**config.mk**
```make
export PLATFORM = sky130hd
export DESIGN_NAME = amp_ctl_i2c_slave
export DESIGN_NICKNAME = d
export VERILOG_FILES = /design/src/rtl/amp_i2c_pkg.sv /design/src/rtl/amp_i2c_sampler.sv /design/src/rtl/amp_i2c_status.sv /design/src/rtl/amp_i2c_link.sv /design/src/rtl/amp_ctl_i2c_slave.sv
export SDC_FILE = /design/constraint.sdc
export NUM_CORES = 1
export LEC_CHECK = 0
export CAP_MARGIN = 40
export CORE_MARGIN = 1.5
export CORE_UTILIZATION = 35
export DETAILED_ROUTE_END_ITERATION = 8
export SLEW_MARGIN = 20
export SYNTH_ARGS = -nofsm -noshare
export SYNTH_HDL_FRONTEND = slang
export SYNTH_SLANG_ARGS = --single-unit
```
**constraint.sdc**
```tcl
create_clock -name clk -period 2.3 [get_ports clk]
set_clock_uncertainty 0.15 [all_clocks]
set_input_delay 0.345 -clock clk [delete_from_list [all_inputs] [get_ports clk]]
set_output_delay 0.345 -clock clk [all_outputs]
set_load 0.005 [all_outputs]
```
**src/rtl/amp_i2c_pkg.sv**
```systemverilog
// Package: shared constants and link state type for the amplifier control slave.
// Assumes four channels with a four-bit fault nibble each.
package amp_i2c_pkg;
    localparam int NUM_CH    = 4;
    localparam int NIB_W     = 4;
    localparam int FLAG_W    = NUM_CH * NIB_W;
    localparam int NUM_WR    = 2;   // instruction bytes honoured
    localparam int RD_IDX_W  = 3;   // counts status bytes, saturates at NUM_CH

    typedef enum logic [2:0] {
        L_IDLE, L_ADDR, L_AACK, L_WBYTE, L_WACK, L_RBYTE, L_RACK, L_SKIP
    } link_st_t;
endpackage

```
**src/rtl/amp_i2c_sampler.sv**
```systemverilog
// Line sampler: synchronises SCL/SDA to clk and flags SCL edges, START and STOP.
// Assumes bus edges are several clk periods apart.
module amp_i2c_sampler #(
    parameter int SYNC = 2
) (
    input  logic clk,
    input  logic rst_n,
    input  logic scl_i,
    input  logic sda_i,
    output logic scl_lvl,
    output logic sda_lvl,
    output logic scl_rise,
    output logic scl_fall,
    output logic start_det,
    output logic stop_det
);
    logic [SYNC-1:0] scl_sy, sda_sy;
    logic            scl_q, sda_q;

    // Synchronise both lines and keep the previous synchronised value.
    always_ff @(posedge clk) begin
        if (!rst_n) begin
            scl_sy <= '1;
            sda_sy <= '1;
            scl_q  <= 1'b1;
            sda_q  <= 1'b1;
        end else begin
            scl_sy <= {scl_sy[SYNC-2:0], scl_i};
            sda_sy <= {sda_sy[SYNC-2:0], sda_i};
            scl_q  <= scl_sy[SYNC-1];
            sda_q  <= sda_sy[SYNC-1];
        end
    end

    // Edge and condition decode from current and previous samples.
    always_comb begin
        scl_lvl   = scl_sy[SYNC-1];
        sda_lvl   = sda_sy[SYNC-1];
        scl_rise  = scl_lvl & ~scl_q;
        scl_fall  = ~scl_lvl & scl_q;
        start_det = scl_lvl & scl_q & sda_q & ~sda_lvl;
        stop_det  = scl_lvl & scl_q & ~sda_q & sda_lvl;
    end
endmodule

```
**src/rtl/amp_i2c_status.sv**
```systemverilog
// Status assembler: builds the status byte for a given read index from fault
// nibbles, header flags and echoed control bits. Indexes past the last read 0.
module amp_i2c_status
    import amp_i2c_pkg::*;
(
    input  logic [RD_IDX_W-1:0] idx,
    input  logic [FLAG_W-1:0]   ch_flags,
    input  logic                thermal_warn,
    input  logic                cycle_done,
    input  logic                offset_active,
    input  logic                amp_on,
    input  logic                diag_en,
    output logic [7:0]          byte_o
);
    logic [3:0] hdr [NUM_CH];
    logic [7:0] per_ch [NUM_CH];

    // Header nibble per byte position.
    always_comb begin
        hdr[0] = {thermal_warn, cycle_done, 2'b00};
        hdr[1] = {offset_active, 3'b000};
        hdr[2] = {amp_on, diag_en, 2'b00};
        hdr[3] = 4'b0000;
    end

    for (genvar c = 0; c < NUM_CH; c++) begin : g_ch
        assign per_ch[c] = {hdr[c], ch_flags[c*NIB_W +: NIB_W]};
    end

    // Select the byte for the current index; beyond the last channel reads zero.
    always_comb begin
        byte_o = 8'h00;
        for (int c = 0; c < NUM_CH; c++)
            if (idx == RD_IDX_W'(c)) byte_o = per_ch[c];
    end
endmodule

```
**src/rtl/amp_i2c_link.sv**
```systemverilog
// Link controller: bit/byte sequencing of the slave, address match, ACK drive,
// write byte strobes and read byte shifting. Assumes no clock stretching.
module amp_i2c_link
    import amp_i2c_pkg::*;
#(
    parameter logic [6:0] ADDR7 = 7'h6C
) (
    input  logic                clk,
    input  logic                rst_n,
    input  logic                scl_lvl,
    input  logic                sda_lvl,
    input  logic                scl_rise,
    input  logic                scl_fall,
    input  logic                start_det,
    input  logic                stop_det,
    input  logic [7:0]          rd_byte,
    output logic [RD_IDX_W-1:0] rd_idx,
    output logic                wr_stb,
    output logic [1:0]          wr_idx,
    output logic [7:0]          wr_data,
    output logic                sda_oe,
    output logic                read_done
);
    localparam logic [RD_IDX_W-1:0] RD_MAX = RD_IDX_W'(NUM_CH);

    link_st_t   st;
    logic [3:0] cnt;
    logic [7:0] sh, tx;
    logic       rw, rd_act, m_ack;

    assign wr_data = sh;

    // Protocol sequencer.
    always_ff @(posedge clk) begin
        if (!rst_n) begin
            st <= L_IDLE; cnt <= '0; sh <= '0; tx <= '0; rw <= 1'b0;
            sda_oe <= 1'b0; rd_act <= 1'b0; read_done <= 1'b0; m_ack <= 1'b0;
            wr_stb <= 1'b0; wr_idx <= '0; rd_idx <= '0;
        end else begin
            read_done <= 1'b0;
            wr_stb    <= 1'b0;
            if (start_det) begin
                st <= L_ADDR; cnt <= '0; sda_oe <= 1'b0;
                wr_idx <= '0; rd_idx <= '0;
            end else if (stop_det) begin
                st <= L_IDLE; sda_oe <= 1'b0;
                read_done <= rd_act; rd_act <= 1'b0;
            end else begin
                case (st)
                    L_ADDR: begin
                        if (scl_rise) begin
                            sh <= {sh[6:0], sda_lvl}; cnt <= cnt + 4'd1;
                        end else if (scl_fall && cnt == 4'd8) begin
                            if (sh[7:1] == ADDR7) begin
                                st <= L_AACK; sda_oe <= 1'b1; rw <= sh[0];
                            end else begin
                                st <= L_SKIP;
                            end
                        end
                    end
                    L_AACK: if (scl_fall) begin
                        cnt <= '0;
                        if (rw) begin
                            st <= L_RBYTE; rd_act <= 1'b1;
                            tx <= rd_byte; sda_oe <= ~rd_byte[7];
                            rd_idx <= rd_idx + 1'b1;
                        end else begin
                            st <= L_WBYTE; sda_oe <= 1'b0;
                        end
                    end
                    L_WBYTE: begin
                        if (scl_rise) begin
                            sh <= {sh[6:0], sda_lvl}; cnt <= cnt + 4'd1;
                        end else if (scl_fall && cnt == 4'd8) begin
                            st <= L_WACK; sda_oe <= 1'b1; wr_stb <= 1'b1;
                        end
                    end
                    L_WACK: if (scl_fall) begin
                        st <= L_WBYTE; sda_oe <= 1'b0; cnt <= '0;
                        if (wr_idx != 2'(NUM_WR)) wr_idx <= wr_idx + 2'd1;
                    end
                    L_RBYTE: if (scl_fall) begin
                        if (cnt == 4'd7) begin
                            st <= L_RACK; sda_oe <= 1'b0;
                        end else begin
                            tx <= {tx[6:0], 1'b0}; sda_oe <= ~tx[6];
                            cnt <= cnt + 4'd1;
                        end
                    end
                    L_RACK: begin
                        if (scl_rise) begin
                            m_ack <= ~sda_lvl;
                        end else if (scl_fall) begin
                            if (m_ack) begin
                                st <= L_RBYTE; cnt <= '0;
                                tx <= rd_byte; sda_oe <= ~rd_byte[7];
                                if (rd_idx != RD_MAX) rd_idx <= rd_idx + 1'b1;
                            end else begin
                                st <= L_SKIP;
                            end
                        end
                    end
                    default: ;
                endcase
            end
        end
    end

    // the slave starts pulling SDA only while SCL is low.
    assert_oe_rise_scl_low_R11: assert property (@(posedge clk) disable iff (!rst_n)
        $rose(sda_oe) |-> !scl_lvl);
    // the read strobe follows a detected STOP.
    assert_done_after_stop_R9: assert property (@(posedge clk) disable iff (!rst_n)
        read_done |-> $past(stop_det));
    // the read strobe lasts one cycle.
    assert_done_single_R9: assert property (@(posedge clk) disable iff (!rst_n)
        read_done |=> !read_done);
    // bit counter never runs past a full byte.
    assert_cnt_bound_R2: assert property (@(posedge clk) disable iff (!rst_n)
        cnt <= 4'd8);
endmodule

```
**src/rtl/amp_ctl_i2c_slave.sv**
```systemverilog
// Top: two-wire slave for a four-channel amplifier. Holds the instruction
// registers and wires sampler, link controller and status assembler.
// Assumes clk is at least 16x faster than SCL.
module amp_ctl_i2c_slave
    import amp_i2c_pkg::*;
#(
    parameter logic [6:0] ADDR7 = 7'h6C,
    parameter int         SYNC  = 2
) (
    input  logic              clk,
    input  logic              rst_n,
    input  logic              scl_i,
    input  logic              sda_i,
    output logic              sda_oe,
    input  logic [FLAG_W-1:0] ch_flags,
    input  logic              thermal_warn,
    input  logic              cycle_done,
    input  logic              offset_active,
    output logic              diag_en,
    output logic              offs_en,
    output logic              gain_front_lo,
    output logic              gain_rear_lo,
    output logic              unmute_front,
    output logic              unmute_rear,
    output logic              clip_hi,
    output logic              fast_mute,
    output logic              amp_on,
    output logic              line_mode,
    output logic              read_done
);
    logic scl_lvl, sda_lvl, scl_rise, scl_fall, start_det, stop_det;
    logic [RD_IDX_W-1:0] rd_idx;
    logic [7:0] rd_byte, wr_data;
    logic       wr_stb;
    logic [1:0] wr_idx;
    logic [6:0] ib1_q;
    logic [2:0] ib2_q;

    amp_i2c_sampler #(.SYNC(SYNC)) u_smp (
        .clk(clk), .rst_n(rst_n), .scl_i(scl_i), .sda_i(sda_i),
        .scl_lvl(scl_lvl), .sda_lvl(sda_lvl), .scl_rise(scl_rise),
        .scl_fall(scl_fall), .start_det(start_det), .stop_det(stop_det));

    amp_i2c_link #(.ADDR7(ADDR7)) u_link (
        .clk(clk), .rst_n(rst_n), .scl_lvl(scl_lvl), .sda_lvl(sda_lvl),
        .scl_rise(scl_rise), .scl_fall(scl_fall), .start_det(start_det),
        .stop_det(stop_det), .rd_byte(rd_byte), .rd_idx(rd_idx),
        .wr_stb(wr_stb), .wr_idx(wr_idx), .wr_data(wr_data),
        .sda_oe(sda_oe), .read_done(read_done));

    amp_i2c_status u_stat (
        .idx(rd_idx), .ch_flags(ch_flags), .thermal_warn(thermal_warn),
        .cycle_done(cycle_done), .offset_active(offset_active),
        .amp_on(amp_on), .diag_en(diag_en), .byte_o(rd_byte));

    // Instruction registers: first byte keeps bits 6..0, second keeps bits 5..3.
    always_ff @(posedge clk) begin
        if (!rst_n) begin
            ib1_q <= '0;
            ib2_q <= '0;
        end else if (wr_stb) begin
            if (wr_idx == 2'd0) ib1_q <= wr_data[6:0];
            if (wr_idx == 2'd1) ib2_q <= wr_data[5:3];
        end
    end

    assign {diag_en, offs_en, gain_front_lo, gain_rear_lo,
            unmute_front, unmute_rear, clip_hi} = ib1_q;
    assign {fast_mute, amp_on, line_mode} = ib2_q;

    // controls hold unless a byte strobe arrived in the previous cycle.
    assert_ctl_hold_R5: assert property (@(posedge clk) disable iff (!rst_n)
        !$past(wr_stb) |-> $stable({ib1_q, ib2_q}));
endmodule

```
Yosys cells after proc, flatten, opt, wreduce, memory -nomap -nowiden --
Index checks and enable logic that the tools add are counted.
Word-level totals: register bits after elaboration 49, bits of input ports 23, output and inout port bits 12, word-level logic and storage cells 174
Cells by class: add/sub/neg operators 3, equality and inequality tests 42, muxes and demuxes 62, bitwise gates (word level) 18, reductions and logical operators 30
Operators by type and width (number):
- 3-bit 2-to-1 mux | 18
- 7-bit 2-to-1 mux | 7
- 8-bit 2-to-1 mux | 4
- 4-bit 2-to-1 mux | 7
- 4-bit by 3-bit inequality test with 1-bit output (second input constant) | 7
- 2-bit by 1-bit inequality test with 1-bit output (second input constant) | 13
- 11-bit AND reduction | 2
- 7-bit one-hot mux with 3 select lines | 1
- 1-bit 2-to-1 mux | 20
- 3-bit one-hot mux with 6 select lines | 1
- 4-bit one-hot mux with 4 select lines | 1
- 4-bit AND reduction | 4
- 3-bit by 2-bit == test with 1-bit output (second input constant) | 4
- 4-bit inequality test (second input constant) | 3
- 12-bit AND reduction | 1
- 1-bit inverter | 11
- 2-bit inequality test (second input constant) | 5
- 10-bit AND reduction | 1
- 3-bit == test (second input constant) | 3
- 9-bit AND reduction | 1
- 8-bit AND reduction | 1
- 2-bit nonzero test | 4
- 8-bit nonzero test | 1
- 1-bit bitwise AND | 7
- other kinds (23) | 28

Longest topological paths before layout --
Gate-level depths: netlist (run 1).
word-level depth 10, mapped depth 8

Cells and area by module --
Synthesis (run 1) repeated with hierarchy kept, for this count alone.
Second synthesis, totals: cell total of the unflattened synthesis 283, area total of the unflattened synthesis 2617.5 µm²
Modules (own cells, without submodules):
- amp_i2c_link | instances 1, cells each 206, area each 1819.2 µm², sequential area each 660.6 µm²
- amp_ctl_i2c_slave | instances 1, cells each 42, area each 416.6 µm², sequential area each 200.2 µm²
- amp_i2c_status | instances 1, cells each 19, area each 191.4 µm², sequential area each 0.0 µm²
- amp_i2c_sampler | instances 1, cells each 16, area each 190.2 µm², sequential area each 120.1 µm²

Worst setup path before layout (run 1) --
No wires, ideal clock.
path kind register -> register, start register u_link.rd_idx[0], end register u_link.sda_oe, library setup time 0.132 ns, arrival time 1.593 ns, data required time 2.018 ns, path slack 0.425 ns, stages on the path, launching flop included 9, clock period less this slack 1.875 ns, path through dfxtp_1 > inv_1 > ha_1 > clkbuf_1 > nor2b_1 > a2111oi_0 > o221ai_1 > nor3_1 > nor3b_1
Between the ends: cells in the longest elaborated chain, start to end 10
RTL lines:
- from (decl) | RTL line amp_i2c_link.sv:17 | output logic [RD_IDX_W-1:0] rd_idx,
- from (signal assigned) | RTL line amp_i2c_link.sv:66 | rd_idx <= rd_idx + 1'b1;
- from (signal assigned) | RTL line amp_i2c_link.sv:97 | if (rd_idx != RD_MAX) rd_idx <= rd_idx + 1'b1;
- 3-bit logical NOT | RTL line amp_i2c_status.sv:34 | if (idx == RD_IDX_W'(c)) byte_o = per_ch[c];
- 8-bit 2-to-1 mux (3 in series) | RTL line amp_i2c_status.sv:34
- 8-bit 2-to-1 mux * | RTL line amp_i2c_status.sv:34
- 1-bit inverter * | RTL line amp_i2c_link.sv:65, amp_i2c_link.sv:96
- 1-bit 2-to-1 mux | RTL line amp_i2c_link.sv:94 | if (m_ack) begin
- 1-bit 2-to-1 mux | RTL line amp_i2c_link.sv:93 | end else if (scl_fall) begin
- 1-bit 2-to-1 mux | RTL line amp_i2c_link.sv:91 | if (scl_rise) begin
- 1-bit one-hot mux with 6 select lines * | RTL line amp_i2c_link.sv:49 | case (st)
- to (signal assigned) | RTL line amp_i2c_link.sv:65 | tx <= rd_byte; sda_oe <= ~rd_byte[7];
- to (signal assigned) | RTL line amp_i2c_link.sv:86 | tx <= {tx[6:0], 1'b0}; sda_oe <= ~tx[6];
- to (signal assigned) | RTL line amp_i2c_link.sv:96 | tx <= rd_byte; sda_oe <= ~rd_byte[7];
- to (decl) | RTL line amp_i2c_link.sv:21 | output logic sda_oe,
Every way passes the cells marked *; elsewhere a longest branch is shown, timed or not. The select of a mux whose other input is x is not followed. A chain may end at the register's enable or synchronous reset.

Final worst setup path (run 1) --
start register u_link.rd_idx[1], end register u_link.sda_oe
Same word-level chain as after synthesis.

==> results of run 1 <==
## report_power, final
part	leakage, nW	internal (W)	total (W)	switching (W)
Sequential	0.397	0.000907	0.000992	0.0000849
Clock	0.0481	0.000216	0.000513	0.000297
Combinational	0.694	0.000442	0.00100	0.000561
## what timing repair did
item / CTS / global route
resized for setup: 0 / 1
setup buffers: 0 / 0
hold buffers: 0 / 0
endpoints found under the hold margin: 0 / 0
endpoints found under the setup margin: 0 / 1
## worst min-delay path by stage
| stage | from | endpoint | slack (ps) |
|---|---|---|---|
| after floorplan | u_smp.scl_sy[0] | u_smp.scl_sy[1] | 240 |
| after global placement | u_smp.scl_sy[0] | u_smp.scl_sy[1] | 240 |
| after detailed placement | u_smp.scl_sy[0] | u_smp.scl_sy[1] | 250 |
| after CTS | u_smp.scl_sy[0] | u_smp.scl_sy[1] | 270 |
| after global routing | u_smp.scl_sy[0] | u_smp.scl_sy[1] | 290 |
| final | u_smp.scl_sy[0] | u_smp.scl_sy[1] | 260 |
## cells by family after synthesis
group,synth area share (%)
fa+ha+maj,4.67
compound gates,21.2
flops,36.6
buf+inv,4.53
xor+xnor,1.63
mux,3.41
simple gates,27.9
## critical path, delay by kind of cell (launching register included)
kind            cells  cell delay [ps]
fa+ha+maj           1              300
compound gates      2              610
buf+inv             1               80
flops               1              390
simple gates        3              440
## routing by layer
layer  vias to the layer above  share of wire, %
met5                         -                 0
li1                       1226                 -
met2                        52                46
met1                      1095                49
met3                         6               3.5
met4                         0               1.1
## cell usage in the layout, fill, tap and decap left out, drive strengths merged, types with 4 or more instances in the layout
| cell | netlist | final |
|---|---|---|
| nand2 | 50 | 50 |
| dfxtp | 49 | 49 |
| clkdlybuf4s50 | 0 | 34 |
| nand3 | 22 | 22 |
| nor2 | 20 | 20 |
| o21ai | 19 | 19 |
| a21boi | 18 | 18 |
| a21oi | 16 | 16 |
| nand2b | 13 | 13 |
| ha | 10 | 10 |
| inv | 10 | 10 |
| nor2b | 10 | 10 |
| mux2i | 8 | 8 |
| buf | 7 | 8 |
| nor3 | 6 | 6 |
| nand4 | 5 | 5 |
| clkbuf | 11 | 5 |
| nand3b | 4 | 4 |
| xnor2 | 4 | 4 |
| and2 | 4 | 4 |
## metrics by stage
step | std cells | worst slack, ps
global route | 460 | 4.60
global placement | 452 | 229
finish | 460 | 206
detailed placement | 452 | 134
CTS | 460 | 127
floorplan | 329 | 425
## area by class of cell
cell class | instances | share of cell area (%)
tap | 99 | 3.86
inverter | 10 | 1.17
sequential | 49 | 30.5
multi-input combinational | 252 | 49.1
timing repair buffer | 42 | 12.5
clock inverter | 3 | 0.701
clock buffer | 5 | 2.14
## flip-flops by register name, indices dropped and copies added, names as in the netlist
name	count
u_link.rd_act	1
u_link.wr_stb	1
u_link.wr_idx	2
u_smp.scl_sy	2
u_link.rd_idx	3
u_link.m_ack	1
u_link.rw	1
u_link.sda_oe	1
u_link.wr_data	8
u_link.cnt	4
ib1_q	7
u_smp.sda_sy	2
u_link.tx	7
u_link.st	3
u_smp.sda_q	1
u_link.read_done	1
u_smp.scl_q	1
ib2_q	3
==> results.py, run 1 <==
metrics = {
    "run_status": {
        "status": "finished clean",
    },
    "worst_setup_path": {
        "startpoint": "u_link.rd_idx[1]",
        "endpoint_kind": "register",
        "r2r_setup_slack_ps": 210,
        "r2r-end": "u_link.sda_oe",
        "r2r_cells": 7,
        "critPathRequiredTime_ps": 2330,
        "path_cells": "inv_1 -> ha_1 -> nand3b_1 -> a2111oi_1 -> o221ai_1 -> nor3_1 -> nor3b_1",
        "crit_type": "register to register",
        "endpoint": "u_link.sda_oe",
        "crit_fanout": 11,
        "cpPeakStageDelay_ps": 450,
        "crit_arrival_ps": 2120,
        "rr_startpoint": "u_link.rd_idx[1]",
        "cp-start-kind": "register",
        "slowest_stage": "a2111oi_1",
    },
    "floorplanning": {
        "start_util_pct": 36.5,
        "die_width_um": 90.5,
        "dieArea_um2": 8190,
        "die_h_um": 90.5,
        "core_um2": 7330,
        "io_pins": 35,
        "rows": 31,
    },
    "synth": {
        "postSynthCellCount": 329,
        "synth_enable_flop_cells": 0,
        "synthTopCellsByArea": "dfxtp_1 37%, nand2_1 7.0%, ha_1 4.7%, nand3_1 4.1%, nand2b_1 3.0%",
        "ys.flop_type": "dfxtp_1",
        "ys_seq_area_share_pct": 36.6,
        "yosysWarnings": 0,
        "synth_cell_types": 57,
        "avgSynthCellArea_um2": 8.14,
        "yosysMostFrequentCell": "nand2_1",
        "synth_async_sr_flop_share_pct": 0,
        "synth-seq-cells": 49,
        "synth_top_cell_by_area": "dfxtp_1",
        "syn_area_um2": 2680,
        "yosys.area.top_type_share_pct": 36.6,
        "synth_common_cells": "50 x nand2_1, 49 x dfxtp_1, 22 x nand3_1, 20 x nor2_1, 16 x a21oi_1",
        "synth_nets": 362,
    },
    "power_and_ir_drop": {
        "finalPower_w": 0.00251,
        "p_per_area_nw_per_um2": 781,
        "p_leak_nw": 1.14,
        "ir_worst_vdd_uv": 276,
    },
    "timing": {
        "whs_ps": 263,
        "max_freq_ghz": 0.478,
        "period_minus_slack_ps": 2090,
        "setup_violations": 0,
        "tightest_slew_ps": 579,
        "slew_headroom_pct": 61.0,
        "grt_setup_unrepaired": "no",
        "hold_violations": 0,
        "fin_crit_sh_pct": 91.1,
        "setup-tns-final_ps": 0,
        "finalMaxSlewViolations": 0,
    },
    "grt": {
        "grt_pass1_wl_mm": 11.2,
        "use_met1_pct": 20.9,
        "gr-usage-met2_pct": 28.3,
        "grtUsageTotal_pct": 16.5,
        "use_met3_pct": 3.11,
        "antenna_found_initial": 0,
        "grt_max_degree": 43,
        "gr-max-usage-layer": "met2",
        "grt_pass1_vias": 2358,
        "gr-total-overflow": 0,
    },
    "route": {
        "avgViaCountPerCell": 5.17,
        "ant_nets": 0,
        "vias": 2379,
        "drc": 0,
        "drt_iter0_drc": 125,
        "dr.pass1.iters": 4,
        "wl_per_cell_um": 14.0,
        "routed_wl_mm": 6.43,
    },
    "finish": {
        "syn_to_final_growth_pct": 19.9,
        "layout.nets": 393,
        "fillers": 738,
        "stdcell_area_um2": 3210,
        "final_util_pct": 43.8,
        "num_antenna_cells": 0,
        "multi_input_area_um2": 1580,
        "seq_area_um2": 981,
        "drive_gt1_share_pct": 6.93,
    },
    "cts": {
        "cts_root_buf": "clkbuf_8",
        "clk_latency_ps": 300,
        "cts_tree": "built",
        "cts.sinks": 49,
        "numCtsBuffers": 5,
        "clkTransAtPathRegs_ps": 100,
        "cts-root-to-sink-buffers": 2,
        "htree_levels": 2,
    },
    "worst_hold_path": {
        "whs_path_depth": 1,
        "min_path_type": "register to register",
    },
    "run": {
        "max_cap_violations": 0,
    },
    "placed_design": {
        "post-dp-hpwl_mm": 4.72,
        "portBuffers": 34,
        "gp_congestion": 0.883,
        "placed_area_um2": 3120,
    },
}
Power figures use the tool's default switching activity.
==> run 2, diff against run 1 <==
Settings changed: RECOVER_POWER from default to 50.
==> results.py, run 2 (same netlist as run 1, synthesis figures left out) <==
metrics = {
    "power_and_ir_drop": {
        "ir_worst_vdd_uv": 275,
        "p_per_area_nw_per_um2": 779,
        "p_leak_nw": 1.17,
    },
    "timing": {
        "finalMaxSlewViolations": 0,
        "hold_violations": 0,
        "slew_headroom_pct": 51.9,
        "grt_setup_unrepaired": "no",
        "max_freq_ghz": 0.478,
        "setup_violations": 0,
        "fin_crit_sh_pct": 90.9,
        "setup-tns-final_ps": 0,
        "setup_ws_ps": 210,
        "period_minus_slack_ps": 2090,
        "tightest_slew_ps": 721,
    },
    "cts": {
        "clkTransAtPathRegs_ps": 100,
        "clk_latency_ps": 300,
        "cts-root-to-sink-buffers": 2,
        "numCtsBuffers": 5,
        "cts_root_buf": "clkbuf_8",
        "ctsHoldBuffers": 0,
        "htree_levels": 2,
        "cts.sinks": 49,
        "cts_tree": "built",
    },
    "worst_setup_path": {
        "crit_type": "register to register",
        "critPathRequiredTime_ps": 2330,
        "crit_fanout": 11,
        "slowest_stage": "a2111oi_1",
        "rr_startpoint": "u_link.rd_idx[1]",
        "cp-start-kind": "register",
        "r2r-end": "u_link.sda_oe",
        "r2r_setup_slack_ps": 210,
        "cp_top_family": "compound AO/OA/AOI/OAI gates",
        "startpoint": "u_link.rd_idx[1]",
        "endpoint_kind": "register",
        "crit_buf_inv": 1,
        "r2r_cells": 7,
        "path_cells": "inv_1 -> ha_1 -> nand3b_1 -> a2111oi_1 -> o221ai_1 -> nor3_1 -> nor3b_1",
        "crit_arrival_ps": 2120,
        "cpPeakStageDelay_ps": 450,
    },
    "worst_hold_path": {
        "min_path_type": "register to register",
        "whs_path_depth": 1,
        "min_to": "u_smp.scl_sy[1]",
        "holdCritStartpoint": "u_smp.scl_sy[0]",
    },
    "grt": {
        "grt_max_degree": 43,
        "grt_pass1_wl_mm": 11.2,
        "gr-total-overflow": 0,
        "grtUsageTotal_pct": 16.5,
        "antenna_found_initial": 0,
        "grt_pass1_vias": 2358,
    },
    "finish": {
        "layout_commonest_cell": "nand2_1",
        "layout.nets": 393,
        "layout_common_cells": "50 x nand2_1, 49 x dfxtp_1, 23 x clkdlybuf4s50_1, 22 x nand3_1, 20 x nor2_1",
        "syn_to_final_growth_pct": 19.7,
        "num_antenna_cells": 0,
        "largest_reg_flops": 8,
        "drive_gt1_share_pct": 6.65,
        "stdcell_area_um2": 3210,
    },
    "placed_design": {
        "portBuffers": 34,
        "gp_congestion": 0.883,
        "dp_slack_ps": 134,
        "post-dp-hpwl_mm": 4.72,
        "placed_area_um2": 3120,
    },
    "floorplanning": {
        "core_um2": 7330,
        "start_util_pct": 36.5,
        "die_h_um": 90.5,
        "io_pins": 35,
        "rows": 31,
        "dieArea_um2": 8190,
        "die_width_um": 90.5,
    },
    "route": {
        "dr.pass1.iters": 4,
        "routed_wl_mm": 6.43,
        "avgViaCountPerCell": 5.16,
        "wl_per_cell_um": 14.0,
        "drc": 0,
        "vias": 2372,
        "ant_nets": 0,
        "drt_iter0_drc": 124,
    },
    "run_status": {
        "status": "finished clean",
    },
    "run": {
        "max_cap_violations": 0,
    },
}
[run 2: cell types whose count changed in the layout (fill, tap and decap cells not counted)]
cell,change
buf_4,-2
clkbuf_1,+1
clkbuf_2,+1
clkdlybuf4s50_1,-11
dlygate4sd3_1,+11
[run 2: metrics by stage]
step	utilization (%)	instances	hold WS, ps	total power (W)
after floorplan	-	329	236	0.00173
after global placement	42.5	452	245	0.00200
after detailed placement	42.5	452	247	0.00200
after CTS	43.8	460	270	0.00252
after global routing	43.7	460	287	0.00268
final	43.7	460	263	0.00250
[run 2: what timing repair did]
action                                  CTS  global route
resized for setup                         0             1
hold endpoints to repair                  0             0
endpoints found under the setup margin    0             1
buffers inserted                          0             0
[run 2: how the worst max path moves through the flow]
stage                     to  cells after the start  slack (ps)
2_1_floorplan  u_link.sda_oe                      8         430
3_3_place_gp   u_link.sda_oe                      6         230
3_5_place_dp   u_link.sda_oe                      7         130
4_1_cts        u_link.sda_oe                      7         130
5_1_grt        u_link.sda_oe                      7           5
6_report       u_link.sda_oe                      7         210
[run 2: layout make-up]
type | count | area, µm²
inverters | 10 | 37.5
repair buffers | 42 | 394
flip-flops and latches | 49 | 981
fillers | 737 | 4130
clock buffers | 5 | 68.8
clock inverters | 3 | 22.5
multi-input cells | 252 | 1580
well taps | 99 | 124
[run 2: layer usage]
layer	up-vias	share of wire, %	track usage (%)
li1	1226	-	-
met1	1086	49	20.9
met2	54	46	28.3
met3	6	3.6	3.11
met4	0	1.1	4.50
met5	-	0	0
[run 2: where the power goes]
part | leakage, nW | switching [W] | internal [W]
logic | 0.725 | 0.000561 | 0.000431
registers | 0.397 | 0.0000858 | 0.000907
clock network | 0.0481 | 0.000297 | 0.000216
